$ cat src/rtl/sdt_pkg.sv
package sdt_pkg;

    typedef enum logic [2:0] {
        CMD_NOP  = 3'd0,
        CMD_ACT  = 3'd1,
        CMD_RD   = 3'd2,
        CMD_WR   = 3'd3,
        CMD_PRE  = 3'd4,
        CMD_REF  = 3'd5,
        CMD_LMR  = 3'd6,
        CMD_BST  = 3'd7
    } cmd_e;

    // Bit 2 set marks a timing error, clear marks a state error.
    typedef enum logic [2:0] {
        VIO_NONE         = 3'd0,
        VIO_BANK_OPEN    = 3'd1,
        VIO_BANK_CLOSED  = 3'd2,
        VIO_NOT_ALL_IDLE = 3'd3,
        VIO_RCD          = 3'd4,
        VIO_RC           = 3'd5,
        VIO_RP           = 3'd6,
        VIO_MRD          = 3'd7
    } vio_e;

    // Per-bank strobes produced by the command checker.
    typedef struct packed {
        logic act;
        logic rdwr;
        logic ap;
        logic pre;
        logic bst;
        logic refr;
    } bank_op_t;

    // Per-bank status returned to the checker.
    typedef struct packed {
        logic open;
        logic rcd_ok;
        logic rc_ok;
        logic rp_ok;
    } bank_stat_t;

    // Beats of a burst; 0 means full page (no auto precharge).
    function automatic logic [3:0] burst_beats(logic [2:0] code);
        case (code)
            3'd0:    burst_beats = 4'd1;
            3'd1:    burst_beats = 4'd2;
            3'd2:    burst_beats = 4'd4;
            3'd3:    burst_beats = 4'd8;
            default: burst_beats = 4'd0;
        endcase
    endfunction

endpackage

$ cat src/rtl/sdt_timer.sv
module sdt_timer #(
    parameter int LIMIT = 3,
    parameter int CW    = 4
) (
    input  logic clk,
    input  logic rst,
    input  logic load_i,
    output logic zero_o
);
    localparam logic [CW-1:0] LOADV = (LIMIT > 1) ? CW'(LIMIT - 1) : '0;

    logic [CW-1:0] cnt_q;

    always_ff @(posedge clk) begin
        if (rst)
            cnt_q <= '0;
        else if (load_i)
            cnt_q <= LOADV;
        else if (cnt_q != '0)
            cnt_q <= cnt_q - 1'b1;
    end

    assign zero_o = (cnt_q == '0);

endmodule

$ cat src/rtl/sdt_bank.sv
module sdt_bank
    import sdt_pkg::*;
#(
    parameter int ROW_W = 13,
    parameter int T_RCD = 3,
    parameter int T_RC  = 8,
    parameter int T_RP  = 3,
    parameter int CW    = 4
) (
    input  logic             clk,
    input  logic             rst,
    input  bank_op_t         op_i,
    input  logic [3:0]       beats_i,
    input  logic [ROW_W-1:0] row_i,
    output bank_stat_t       stat_o,
    output logic [ROW_W-1:0] row_o
);
    logic             open_q;
    logic [ROW_W-1:0] row_q;
    logic             ap_pend_q;
    logic [3:0]       ap_cnt_q;
    logic             close_req;
    logic             close_eff;
    logic             rcd_zero, rc_zero, rp_zero;

    // Precharge request: explicit, single-beat auto, or end of a pending burst.
    always_comb begin
        close_req = op_i.pre
                  | (op_i.rdwr & op_i.ap & (beats_i == 4'd1))
                  | (ap_pend_q & (ap_cnt_q == 4'd1) & ~op_i.rdwr & ~op_i.bst);
        close_eff = close_req & open_q;
    end

    always_ff @(posedge clk) begin
        if (rst) begin
            open_q <= 1'b0;
            row_q  <= '0;
        end else if (op_i.act) begin
            open_q <= 1'b1;
            row_q  <= row_i;
        end else if (close_eff) begin
            open_q <= 1'b0;
        end
    end

    always_ff @(posedge clk) begin
        if (rst) begin
            ap_pend_q <= 1'b0;
            ap_cnt_q  <= '0;
        end else if (op_i.rdwr) begin
            ap_pend_q <= op_i.ap & (beats_i > 4'd1);
            ap_cnt_q  <= beats_i - 4'd1;
        end else if (op_i.bst | op_i.pre) begin
            ap_pend_q <= 1'b0;
        end else if (ap_pend_q) begin
            ap_cnt_q <= ap_cnt_q - 4'd1;
            if (ap_cnt_q == 4'd1)
                ap_pend_q <= 1'b0;
        end
    end

    sdt_timer #(.LIMIT(T_RCD), .CW(CW)) u_rcd (
        .clk(clk), .rst(rst), .load_i(op_i.act), .zero_o(rcd_zero));

    sdt_timer #(.LIMIT(T_RC), .CW(CW)) u_rc (
        .clk(clk), .rst(rst), .load_i(op_i.act | op_i.refr), .zero_o(rc_zero));

    sdt_timer #(.LIMIT(T_RP), .CW(CW)) u_rp (
        .clk(clk), .rst(rst), .load_i(close_eff), .zero_o(rp_zero));

    assign stat_o = '{open: open_q, rcd_ok: rcd_zero, rc_ok: rc_zero, rp_ok: rp_zero};
    assign row_o  = row_q;

    AST_ACT_ON_IDLE: assert property (@(posedge clk) disable iff (rst)
        op_i.act |-> (!open_q && rc_zero && rp_zero));
    AST_ACT_LOADS_ROW: assert property (@(posedge clk) disable iff (rst)
        op_i.act |=> (open_q && row_q == $past(row_i)));
    AST_RDWR_NEEDS_ROW: assert property (@(posedge clk) disable iff (rst)
        op_i.rdwr |-> (open_q && rcd_zero));
    AST_PRE_CLOSES: assert property (@(posedge clk) disable iff (rst)
        (op_i.pre && !op_i.act) |=> !open_q);

endmodule

$ cat src/rtl/sdt_cmd_check.sv
module sdt_cmd_check
    import sdt_pkg::*;
#(
    parameter int NBANK  = 4,
    parameter int BANK_W = 2
) (
    input  cmd_e                         cmd_i,
    input  logic [BANK_W-1:0]            bank_i,
    input  logic                         a10_i,
    input  logic [3:0]                   beats_i,
    input  bank_stat_t [NBANK-1:0]       stat_i,
    input  logic                         mrd_busy_i,
    input  logic [BANK_W-1:0]            last_bank_i,
    output bank_op_t [NBANK-1:0]         op_o,
    output logic                         lmr_o,
    output vio_e                         code_o
);
    bank_stat_t sel;
    logic       any_open;
    logic       any_rp;
    logic       legal;

    always_comb begin
        any_open = 1'b0;
        any_rp   = 1'b0;
        for (int b = 0; b < NBANK; b++) begin
            any_open = any_open | stat_i[b].open;
            any_rp   = any_rp | ~stat_i[b].rp_ok;
        end
        sel = stat_i[bank_i];

        code_o = VIO_NONE;
        if (cmd_i != CMD_NOP) begin
            if (mrd_busy_i) begin
                code_o = VIO_MRD;
            end else begin
                case (cmd_i)
                    CMD_ACT: begin
                        if (sel.open)         code_o = VIO_BANK_OPEN;
                        else if (!sel.rc_ok)  code_o = VIO_RC;
                        else if (!sel.rp_ok)  code_o = VIO_RP;
                    end
                    CMD_RD, CMD_WR: begin
                        if (!sel.open)        code_o = VIO_BANK_CLOSED;
                        else if (!sel.rcd_ok) code_o = VIO_RCD;
                    end
                    CMD_REF, CMD_LMR: begin
                        if (any_open)         code_o = VIO_NOT_ALL_IDLE;
                        else if (any_rp)      code_o = VIO_RP;
                    end
                    default: code_o = VIO_NONE;
                endcase
            end
        end
        legal = (code_o == VIO_NONE);

        for (int b = 0; b < NBANK; b++) begin
            op_o[b].act  = legal && cmd_i == CMD_ACT && bank_i == BANK_W'(b);
            op_o[b].rdwr = legal && (cmd_i == CMD_RD || cmd_i == CMD_WR)
                           && bank_i == BANK_W'(b);
            op_o[b].ap   = a10_i && (beats_i != 4'd0);
            op_o[b].pre  = legal && cmd_i == CMD_PRE && (a10_i || bank_i == BANK_W'(b));
            op_o[b].bst  = legal && cmd_i == CMD_BST && last_bank_i == BANK_W'(b);
            op_o[b].refr = legal && cmd_i == CMD_REF;
        end
        lmr_o = legal && cmd_i == CMD_LMR;
    end

endmodule

$ cat src/rtl/sdram_bank_tracker.sv
module sdram_bank_tracker
    import sdt_pkg::*;
#(
    parameter int NBANK = 4,
    parameter int ROW_W = 13,
    parameter int T_RCD = 3,
    parameter int T_RC  = 8,
    parameter int T_RP  = 3,
    parameter int T_MRD = 2,
    parameter int BANK_W = $clog2(NBANK)
) (
    input  logic                     clk,
    input  logic                     rst,
    input  logic [2:0]               cmd_i,
    input  logic [BANK_W-1:0]        bank_i,
    input  logic                     a10_i,
    input  logic [ROW_W-1:0]         addr_i,
    input  logic [2:0]               bl_code_i,
    output logic [NBANK-1:0]         bank_open_o,
    output logic [NBANK-1:0]         bank_ready_o,
    output logic [NBANK*ROW_W-1:0]   open_row_o,
    output logic                     viol_o,
    output logic [2:0]               viol_code_o,
    output logic                     viol_sticky_o
);
    localparam int TM1  = (T_RC > T_RCD) ? T_RC : T_RCD;
    localparam int TM2  = (T_RP > T_MRD) ? T_RP : T_MRD;
    localparam int TMAX = (TM1 > TM2) ? TM1 : TM2;
    localparam int CW   = $clog2(TMAX + 1);

    cmd_e                   cmd;
    logic [3:0]             beats;
    bank_op_t   [NBANK-1:0] op_v;
    bank_stat_t [NBANK-1:0] stat_v;
    logic [NBANK-1:0]       rdwr_v;
    logic [NBANK-1:0]       act_v;
    logic                   lmr;
    logic                   mrd_zero;
    logic                   mrd_busy;
    vio_e                   code;
    logic [BANK_W-1:0]      last_bank_q;
    logic                   viol_q;
    logic [2:0]             code_q;
    logic                   sticky_q;

    assign cmd      = cmd_e'(cmd_i);
    assign beats    = burst_beats(bl_code_i);
    assign mrd_busy = ~mrd_zero;

    sdt_cmd_check #(.NBANK(NBANK), .BANK_W(BANK_W)) u_chk (
        .cmd_i       (cmd),
        .bank_i      (bank_i),
        .a10_i       (a10_i),
        .beats_i     (beats),
        .stat_i      (stat_v),
        .mrd_busy_i  (mrd_busy),
        .last_bank_i (last_bank_q),
        .op_o        (op_v),
        .lmr_o       (lmr),
        .code_o      (code)
    );

    sdt_timer #(.LIMIT(T_MRD), .CW(CW)) u_mrd (
        .clk(clk), .rst(rst), .load_i(lmr), .zero_o(mrd_zero));

    for (genvar b = 0; b < NBANK; b++) begin : g_bank
        logic [ROW_W-1:0] row_b;

        sdt_bank #(
            .ROW_W(ROW_W), .T_RCD(T_RCD), .T_RC(T_RC), .T_RP(T_RP), .CW(CW)
        ) u_bank (
            .clk     (clk),
            .rst     (rst),
            .op_i    (op_v[b]),
            .beats_i (beats),
            .row_i   (addr_i),
            .stat_o  (stat_v[b]),
            .row_o   (row_b)
        );

        assign open_row_o[b*ROW_W +: ROW_W] = row_b;
        assign bank_open_o[b]  = stat_v[b].open;
        assign rdwr_v[b]       = op_v[b].rdwr;
        assign act_v[b]        = op_v[b].act;
        assign bank_ready_o[b] = ~mrd_busy &
            (stat_v[b].open ? stat_v[b].rcd_ok : (stat_v[b].rc_ok & stat_v[b].rp_ok));
    end

    always_ff @(posedge clk) begin
        if (rst)
            last_bank_q <= '0;
        else if (|rdwr_v)
            last_bank_q <= bank_i;
    end

    always_ff @(posedge clk) begin
        if (rst) begin
            viol_q   <= 1'b0;
            code_q   <= '0;
            sticky_q <= 1'b0;
        end else begin
            viol_q   <= (code != VIO_NONE);
            code_q   <= code;
            sticky_q <= sticky_q | (code != VIO_NONE);
        end
    end

    assign viol_o        = viol_q;
    assign viol_code_o   = code_q;
    assign viol_sticky_o = sticky_q;

    AST_ONE_ACT: assert property (@(posedge clk) disable iff (rst)
        $onehot0(act_v));
    AST_MRD_GUARD: assert property (@(posedge clk) disable iff (rst)
        (mrd_busy && cmd != CMD_NOP) |=> (viol_o && viol_code_o == 3'd7));
    AST_VIOL_CODE_SET: assert property (@(posedge clk) disable iff (rst)
        viol_o |-> (viol_code_o != 3'd0 && viol_sticky_o));
    AST_STICKY_HOLD: assert property (@(posedge clk) disable iff (rst)
        viol_sticky_o |=> viol_sticky_o);

endmodule

$ cat config.mk
export PLATFORM = sky130hd
export DESIGN_NAME = sdram_bank_tracker
export DESIGN_NICKNAME = d
export VERILOG_FILES = /design/src/rtl/sdt_pkg.sv /design/src/rtl/sdt_timer.sv /design/src/rtl/sdt_bank.sv /design/src/rtl/sdt_cmd_check.sv /design/src/rtl/sdram_bank_tracker.sv
export SDC_FILE = /design/constraint.sdc
export NUM_CORES = 1
export LEC_CHECK = 0
export ABC_AREA = 0
export BUFFER_PORTS_ARGS = -buffer_cell sky130_fd_sc_hd__buf_2
export CELL_PAD_IN_SITES_DETAIL_PLACEMENT = 1
export CELL_PAD_IN_SITES_GLOBAL_PLACEMENT = 1
export CORE_MARGIN = 2
export CORE_UTILIZATION = 45
export CTS_CLUSTER_SIZE = 12
export DETAILED_ROUTE_END_ITERATION = 10
export PLACE_DENSITY_LB_ADDON = 0.1
export SYNTH_ARGS = -nofsm -noshare
export SYNTH_HDL_FRONTEND = slang
export SYNTH_HIERARCHICAL = 1
export SYNTH_SLANG_ARGS = --single-unit
$ cat constraint.sdc
create_clock -name clk -period 4.15 [get_ports clk]
set_clock_uncertainty 0.2 [all_clocks]
set_input_delay 0.83 -clock clk [delete_from_list [all_inputs] [get_ports clk]]
set_output_delay 0.83 -clock clk [all_outputs]
set_load 0.05 [all_outputs]
Word level (Yosys, flattened, before mapping). Cells that the tools add are included.

Output and inout bits: 65. Bits in registers: 135.

Reductions and logical operators: 102. Bitwise logic cells: 68. Eq/ne operators: 25. Multiplexer cells: 79. Add/subtract/negate cells: 18. $lt $le $gt $ge: 2.

Operators with widths (number): 4-bit by 1-bit subtractor with 4-bit output, second input constant (18); 4-bit nonzero test (14); 4-bit zero test (13); 4-bit 2-to-1 mux (13); 3-bit 2-to-1 mux (17); 2-bit nonzero test (21); 1-bit bitwise AND (33); 2-bit 2-to-1 mux (16); 1-bit 2-to-1 mux (30); 2-bit OR reduction (15); 1-bit logical AND (23); 1-bit bitwise OR (23); 4-bit by 1-bit == test with 1-bit output, second input constant (5); 4-bit case mux with 4 select lines (1); 3-bit by 2-bit == test with 1-bit output, second input constant (4); 3-bit == test, second input constant (4); 1-bit inverter (12); 3-bit case mux with 3 select lines (1); 4-bit binary-select mux with 2-bit select (1); 2-bit == test, second input constant (4); 2-bit by 1-bit inequality test with 1-bit output, second input constant (4); 2-bit AND reduction (4); 3-bit by 1-bit == test with 1-bit output, second input constant (2); 3-bit zero test (2); other kinds (7) (14).

Logic depth before layout (Yosys ltp). Gate-level depths: netlist of run 1.

Word-level depth: 20. Gate-level depth with buffers: 12. Mapped depth without buffers: 11.

Hierarchy. The synthesis of run 1 kept the hierarchy.

By module, submodules not included: sdt_bank (instances 4, seq. area each 380.4 µm², area an instance 920.9 µm², cells an instance 95); sdt_timer at g_bank[0].u_bank.u_rcd ... (instances 8, seq. area each 80.1 µm², area an instance 161.4 µm², cells an instance 16); sdt_timer at g_bank[0].u_bank.u_rc ... (instances 4, seq. area each 80.1 µm², area an instance 196.4 µm², cells an instance 20); sdt_cmd_check (instances 1, seq. area each 0.0 µm², area an instance 554.3 µm², cells an instance 73); sdram_bank_tracker (instances 1, seq. area each 140.1 µm², area an instance 346.6 µm², cells an instance 37); sdt_timer at u_mrd (instances 1, seq. area each 80.1 µm², area an instance 202.7 µm², cells an instance 20).

Least setup slack after synthesis of run 1. OpenSTA, ideal clock, no wires.

Path kind: input-to-reg. Start: input port bl_code_i[0]. End: register g_bank[2].u_bank.u_rp.cnt_q[1]. Required time: 3880 ps. Slack: 604 ps. Data arrival time: 3276 ps. Stages: 9. Path buffers: 1. Cell sequence: nor3b_1 nor4_1 nor2_1 buf_4 nand3_1 nor3_1 o31a_1 a21oi_1 a21oi_1.

RTL lines: start: declaration (RTL line sdram_bank_tracker.sv:18) `input logic [2:0] bl_code_i,`; end signal: assignment (RTL line sdt_timer.sv:20) `cnt_q <= cnt_q - 1'b1;`; end: declaration (RTL line sdt_timer.sv:12) `logic [CW-1:0] cnt_q;`.

==> run summary, run 1 <==
In the routed layout, each cell is associated on average with a via count of 5.65. The logs give 0 for the number of antenna violations at the first check in global routing and 0 for the number of failing setup endpoints in the final timing report. The final critical path takes up 82.9% of the cycle.

Number of enable flip-flop cells after synthesis: 0. The number of fill cells in the layout came out at 1728. Buffers inserted to repair hold after CTS numbered 0. The final route contains 5624 vias.

The highest fanout seen on the critical path works out to 12. Relative to the synthesized area, the layout overhead comes to 16.5%. The floorplan step set the die height to 128 um.

Ranked by total cell area, the synthesized netlist is headed by sky130_fd_sc_hd__dfxtp_1 39%, sky130_fd_sc_hd__mux2i_1 8.6%, sky130_fd_sc_hd__nor2_1 4.6%. The detailed-routing iteration count for the pre-antenna-repair pass is 4. For this run, design rule violations remaining after detail routing come to 0.

The final-layout setup total negative slack was 0 ps. The count of pins over their slew limit came out at 0. The sequential share of the synthesized area was 39.4%. The count of maximum capacitance violations was 0; the total setup buffers inserted after CTS was 0.

The largest vdd supply drop is 286 uV, and the critical path required time is 4270 ps. The final total power is 4.10 mW. Mean cell area of the mapped netlist: 9.56 um^2. Library cell used as clock root buffer: sky130_fd_sc_hd__clkbuf_16.

Counting I/O delays and the setup requirement, the final critical path takes 3440 ps. For this run, the number of Yosys warnings is 6. The port buffer count was 88.

The floorplan has 45 rows. In this run, synthesis produced a sequential element count of 135. The run gives 0 as the sum of overflow across all layers after global routing. The run gives 15000 um^2 as the placeable core area.

The synthesized netlist contains 61 unique library cells. The H-tree generated during clock tree synthesis spans 4 levels. Excluding fillers, the count of instances in the completed layout stands at 996.

The tools report the number of global-route vias before repair as 5853. The congestion estimate from routability-driven global placement came to 0.814. The arrival time of data at the critical path endpoint came out at 3560 ps.

The setup slack after layout is 710 ps, and the final hold violation count is 0. In this run the static leakage power is 3.11 nW. The number of placed instances, taps included, is 964. The class of the most critical hold timing path is flip-flop to flip-flop. The count of antenna diodes in the layout is 0.

The run gives 7420 um^2 as the placement-stage cell area. The tools report the launching element type of the critical path as a flip-flop. For the setup slack after placement, the log shows 604 ps. The later pin in the worst-skew pair is clocked with a latency of 420 ps. Power spread over the standard cell area amounts to 513 nW/um^2. The critical path is of the flip-flop to flip-flop type.

Entering global routing, the biggest net connects 70 pins. Of the post-synthesis cell area, the dominant cell type holds 39.4%. Setup repair after global routing left no endpoint under its margin.

For the pin with the worst max-slew slack, the measured transition is 795 ps. The flow ran to the end, and the final reports show no timing, DRC or antenna violations. Measured along the x axis, the die boundary spans 128 um. Ratio of cells with drive above 1 in the final layout: 24.9%. Area of the mapped netlist: 6860 um^2. The logs give 47.0% for the worst slew margin relative to its limit and 45.7% for the initial cell density of the core. After clock tree synthesis, the clock-pin slew on the worst setup and hold paths is 60 ps.

TritonCTS built the clock tree. The count of mapped cells out of synthesis was 718; the final core area utilization was 53.2%. The number of nets in the synthesized netlist is 763. The synthesized design spends more area on one cell type than any other, namely sky130_fd_sc_hd__dfxtp_1. For this run, the top clock speed supported by timing is 0.291 GHz. The first global-routing pass estimated 29.7 mm of wire. Counting flops with an async set or reset pin after synthesis yields a share of 0%.

The worst setup path is captured at a flip-flop. In the final routed layout, each cell accounts on average for 17.7 um. In this run the remaining antenna-violating nets after routing total 0. For the total wirelength of the detailed-routed design, the log shows 17.6 mm.

For this run, the leading register cell type out of synthesis is sky130_fd_sc_hd__dfxtp_1. The floorplan step defined a die boundary enclosing 16300 um^2. The number of gates resized after cts came out at 0. The first routing iteration left 236 violations. The HPWL reported at the end of detailed placement was 12.6 mm. The number of placed I/O pins is 89, and the number of buffers created by CTS is 17. The tree built by TritonCTS fans out to 135 sinks. The net count of the finished layout is 840.

The clock passes through at most 2 buffers. Across every metal layer, demand over resource in global routing totals 22.7%. Hold is met by 292 ps. The post-route standard cell area excluding fillers was 8000 um^2.
[layer usage]
metal	up-vias	track usage, %	wire [um]
met4	0	6.79	306
met2	81	40.3	8900
met3	24	5.44	581
met1	2771	27.3	7810
met5	-	0	0
li1	2748	-	-
[sequential cells by signal (all words and copies together) (netlist names)]
| name | cells |
|---|---|
| g_bank.u_bank/ap_cnt_q | 16 |
| g_bank.u_bank/ap_pend_q | 4 |
| g_bank.u_bank/open_q | 4 |
| g_bank.u_bank/row_o | 52 |
| g_bank.u_bank/u_rc/cnt_q | 16 |
| g_bank.u_bank/u_rcd/cnt_q | 16 |
| g_bank.u_bank/u_rp/cnt_q | 16 |
| last_bank_q | 2 |
| u_mrd/cnt_q | 4 |
| viol_code_o | 3 |
| viol_o | 1 |
| viol_sticky_o | 1 |
[worst paths after layout]
path / startpoint / endpoint / slack, ps / cells after the start
worst max-delay path: u_mrd/cnt_q[0] / g_bank[2].u_bank/ap_cnt_q[2] / 710 / 10
worst min-delay path: g_bank[2].u_bank/row_o[4] / g_bank[2].u_bank/row_o[4] / 290 / 2
worst max register to register: u_mrd/cnt_q[0] / g_bank[2].u_bank/ap_cnt_q[2] / 710 / 10
worst min register to register: g_bank[2].u_bank/row_o[4] / g_bank[2].u_bank/row_o[4] / 290 / 2
[final cells by class]
type	instances	area [um^2]	share of cell area (%)
flip-flops and latches	135	2700	33.8
inverters	34	128	1.60
repair buffers	105	583	7.29
clock buffers	18	439	5.49
multi-input cells	502	3770	47.2
clock inverters	14	139	1.74
well taps	188	235	2.94
[synth_stat cells (4+ instances only)]
master and count:
sky130_fd_sc_hd__nor3b_4 5, sky130_fd_sc_hd__nor2_1 85, sky130_fd_sc_hd__or2_2 4, sky130_fd_sc_hd__ha_1 21
sky130_fd_sc_hd__nand2b_1 13, sky130_fd_sc_hd__mux4_2 4, sky130_fd_sc_hd__dfxtp_1 135, sky130_fd_sc_hd__o311ai_0 4
sky130_fd_sc_hd__and3_1 10, sky130_fd_sc_hd__nand3_1 5, sky130_fd_sc_hd__mux2_2 4, sky130_fd_sc_hd__nor4b_2 12
sky130_fd_sc_hd__a31oi_1 6, sky130_fd_sc_hd__nor2b_1 5, sky130_fd_sc_hd__buf_1 4, sky130_fd_sc_hd__o31ai_1 4
sky130_fd_sc_hd__buf_4 22, sky130_fd_sc_hd__nor3b_1 6, sky130_fd_sc_hd__or3b_2 4, sky130_fd_sc_hd__inv_1 34
sky130_fd_sc_hd__o21ai_0 17, sky130_fd_sc_hd__clkbuf_1 5, sky130_fd_sc_hd__nor3_1 39, sky130_fd_sc_hd__a311oi_1 4
sky130_fd_sc_hd__or4_1 4, sky130_fd_sc_hd__a211o_1 8, sky130_fd_sc_hd__a21oi_1 41, sky130_fd_sc_hd__or3b_1 4
sky130_fd_sc_hd__nand4b_1 8, sky130_fd_sc_hd__nor3b_2 6, sky130_fd_sc_hd__o41ai_1 8, sky130_fd_sc_hd__and2_1 4
sky130_fd_sc_hd__xnor2_1 13, sky130_fd_sc_hd__nand3b_1 18, sky130_fd_sc_hd__o31a_1 5, sky130_fd_sc_hd__mux2i_1 59
sky130_fd_sc_hd__buf_2 15, sky130_fd_sc_hd__o21a_1 5, sky130_fd_sc_hd__a211oi_2 8, sky130_fd_sc_hd__nor4_1 22
sky130_fd_sc_hd__nand2_1 12
[worst max-delay path, stage by stage (launching register included)]
cell,delay [ps]
sky130_fd_sc_hd__dfxtp_1,310
sky130_fd_sc_hd__inv_1,100
sky130_fd_sc_hd__ha_1,220
sky130_fd_sc_hd__nor3b_4,310
sky130_fd_sc_hd__inv_1,260
sky130_fd_sc_hd__nand2b_1,310
sky130_fd_sc_hd__nor3_1,450
sky130_fd_sc_hd__a21boi_0,510
sky130_fd_sc_hd__nor3b_2,210
sky130_fd_sc_hd__a211o_1,320
sky130_fd_sc_hd__and3_1,140
[cells in the final DEF (no fill, tap or decap), drive strengths merged, types with 3 or more instances in the layout]
cell / Yosys / routed
nor2: 85 / 85
or2: 4 / 4
inv: 34 / 41
ha: 21 / 21
o21a: 5 / 5
nor3: 41 / 41
o21ai: 17 / 17
nor3b: 17 / 17
a211oi: 10 / 10
nand2b: 16 / 16
or4: 5 / 5
nor4: 23 / 23
a21oi: 41 / 41
a21boi: 3 / 3
o31ai: 4 / 4
nor4b: 12 / 12
xnor2: 13 / 13
o311ai: 4 / 4
mux4: 4 / 4
nand3b: 18 / 18
mux2i: 59 / 59
and2: 4 / 4
and3: 10 / 10
nand2: 12 / 12
nand3: 5 / 5
buf: 42 / 105
a211o: 8 / 8
mux2: 4 / 4
o31a: 5 / 5
or3b: 9 / 9
clkinv: 0 / 6
a311oi: 4 / 4
nand4b: 8 / 8
nor2b: 5 / 5
o41ai: 8 / 8
clkbuf: 5 / 18
dfxtp: 135 / 135
a31oi: 6 / 6
[report_power, final]
group	switching [mW]	leakage, nW	total [mW]	internal [mW]
sequential	0.0848	1.09	1.49	1.41
combinational	0.690	1.73	1.14	0.445
clock	0.621	0.288	1.48	0.856
total	1.40	3.11	4.10	2.71
[cell families after synthesis]
family / count (synthesis) / synth area share, %
buf+inv: 81 / 6.02
simple gates: 281 / 26.3
fa+ha+maj: 21 / 3.83
compound gates: 119 / 12.1
xor+xnor: 14 / 1.79
flops: 135 / 39.4
mux: 67 / 10.6
No activity file was read; power rests on OpenSTA's default activity.
==> run 2: changes to the inputs <==
==> constraint.sdc (replaced) <==
create_clock -name clk -period 3.22 [get_ports clk]
set_clock_uncertainty 0.2 [all_clocks]
set_input_delay 0.644 -clock clk [delete_from_list [all_inputs] [get_ports clk]]
set_output_delay 0.644 -clock clk [all_outputs]
set_load 0.05 [all_outputs]
==> run summary, run 2 (synthesis gave the netlist of run 1 again) <==
The flow ran to the end, and the final reports show no timing, DRC or antenna violations. In this run the post-CTS setup repair buffer count came out at 0. At the worst endpoint, the arrival time is 2130 ps. The switching part of the total power works out to 32.1%.

The slew at the pin closest to its max-slew limit was 800 ps; the number of global-route vias before repair was 5926. The port buffer count is 88. Max-cap violations in this run came to 0. The largest vdd supply drop is 438 uV. For this block, the initial DRC count from the detailed router was 289. The internal portion of the total power is 3.73 mW. For this block, the via count after detailed routing is 5717. Power spread over the standard cell area amounts to 669 nW/um^2. The initial cell density of the core was 45.7%.

The critical path required time was 2380 ps; the final hold violation count was 0. Most frequent standard cell in the layout excluding fill and tap cells: sky130_fd_sc_hd__dfxtp_1. The number of flip-flops in the largest register came out at 52. The worst hold path belongs to the class flip-flop to flip-flop. The core region is 15000 um^2. Detailed-routing iteration count for the pre-antenna-repair pass: 4.

The tools report the launching element type of the critical path as a flip-flop. The logs give 0 for the count of antenna diodes in the layout and 37.5% for the share of power burned in the clock network. The floorplan step defined a die boundary enclosing 16300 um^2. The tools report the count of pins over their slew limit as 0. The root buffer cell chosen for the clock tree is sky130_fd_sc_hd__clkbuf_16. The H-tree generated during clock tree synthesis spans 4 levels. In the global route stage, overall resource usage came out at 22.7%. For this run, the post-layout net count is 858. The smallest clock period supported by the final layout is computed as 2970 ps. From left edge to right edge, the die measures 128 um.

The ratio of cells with drive above 1 in the final layout works out to 26.3%. The library cells used most frequently in the layout, excluding fill and tap cells, are 135 x sky130_fd_sc_hd__dfxtp_1, 87 x sky130_fd_sc_hd__buf_2, 82 x sky130_fd_sc_hd__nor2_1. The area growth from synthesis to layout is 19.5%. For this run the aggregate overflow at the end of global routing stands at 0. The proportion of power drawn by flip-flops and latches is 35.0%. In this run, CTS created clock tree buffers numbering 17. The worst slew margin relative to its limit was 46.7%.

The tools report the power dissipated by switching net loads as 1.76 mW. The worst setup path is captured at an output port. Along the worst path, the maximum fanout reaches 9. The clock transition at the register clock pins on the worst setup and hold paths after CTS came out at 60 ps.

Measured on the finished design, the core utilization comes to 54.6%. Once detailed placement completed, the half-perimeter wirelength came to 12.6 mm. The worst setup path is of the flip-flop to output port kind. In this run the deepest clock path goes through 2 buffers.

The clock insertion delay at the later pin of the skew report is 420 ps. The number of antenna violations at the first check in global routing came out at 0. For this run, design rule violations remaining after detail routing come to 0.

TritonCTS built the clock tree. Setup total negative slack on the finished layout was measured at 0 ps. The initialized floorplan defines 45 standard-cell rows.

Setup violations remaining at the end of the flow were counted as 0. Dividing the detail-routed wire length by the instance count gives 17.6 um. The count of nets left with antenna violations once routing finished came out at 0. The routed via count divided by cell count was 5.64.

The floorplan step set the die height to 128 um. For the global placement routability congestion, the log shows 0.822. Hold repair after CTS inserted 0 buffers.

Per report_power, the combinational group accounts for 27.4% of the total. 89 I/O pins were placed. Maximum number of pins on one net before global-route repair: 74.

CTS saw 135 sinks. Setup repair after global routing left no endpoint under its margin. The leakage power figure was 3.23 nW; the top achievable clock speed was 0.337 GHz. The tools report the number of gates resized after cts as 0. The first global-routing pass estimated 29.7 mm of wire. The total wirelength of the detailed-routed design is 17.8 mm, and the final period utilization is 92.3%.
## run 2: changes by cell type in the layout (fill, tap and decap cells not counted)
cell / delta
sky130_fd_sc_hd__clkbuf_1: +2
sky130_fd_sc_hd__inv_8: -1
sky130_fd_sc_hd__clkinv_4: -3
sky130_fd_sc_hd__buf_4: +16
sky130_fd_sc_hd__bufinv_16: +3
sky130_fd_sc_hd__buf_12: +2
sky130_fd_sc_hd__clkbuf_8: -1
## run 2: final cells by class
| cell class | instances | area (um^2) |
|---|---|---|
| well taps | 188 | 235 |
| repair buffers | 123 | 743 |
| fillers | 1738 | 6830 |
| clock inverters | 13 | 191 |
| inverters | 34 | 128 |
| flip-flops and latches | 135 | 2700 |
| multi-input cells | 502 | 3770 |
| clock buffers | 19 | 433 |
## run 2: routing by layer
layer  global-route usage (%)  up-vias  part of all wire [%]
met5                        0        -                     0
met3                     4.44       14                   3.9
met1                     28.1     2810                    44
li1                         -     2787                     -
met4                     7.11        0                   1.1
met2                     39.9      106                    51
## run 2: critical path, cell delays in order (launching register included)
cell,delay [ps]
sky130_fd_sc_hd__dfxtp_1,310
sky130_fd_sc_hd__inv_1,100
sky130_fd_sc_hd__ha_1,230
sky130_fd_sc_hd__nor3b_4,290
sky130_fd_sc_hd__inv_1,150
sky130_fd_sc_hd__buf_4,190
sky130_fd_sc_hd__a21oi_1,150
sky130_fd_sc_hd__buf_2,290
## run 2: metrics by stage
step / cells / power (mW) / area (um^2) / setup slack [ps] / hold slack (ps)
floorplan: 718 / 3.14 / 6870 / 24.6 / 259
CTS: 1014 / 5.55 / 8210 / 203 / 285
detailed placement: 982 / 3.47 / 7580 / 187 / 268
global route: 1014 / 5.77 / 8210 / 21.5 / 308
finish: 1014 / 5.49 / 8210 / 249 / 285
global placement: 982 / 3.40 / 7580 / 269 / 268
## run 2: final timing paths
kind	from	endpoint	slack (ps)	cells past startpoint
max reg2reg	u_mrd/cnt_q[1]	g_bank[1].u_bank/ap_cnt_q[1]	270	12
min	viol_sticky_o	viol_sticky_o	290	2
max	u_mrd/cnt_q[1]	bank_ready_o[3]	250	7
min reg2reg	viol_sticky_o	viol_sticky_o	290	2
## run 2: power by group through the flow
stage | Sequential, mW | Clock, mW | Combinational, mW
finish | 1.92 | 2.06 | 1.51
global route | 1.94 | 2.17 | 1.66
CTS | 1.93 | 2.11 | 1.52
detailed placement | 1.96 | 0 | 1.50
global placement | 1.95 | 0 | 1.45
floorplan | 2.05 | 0 | 1.09
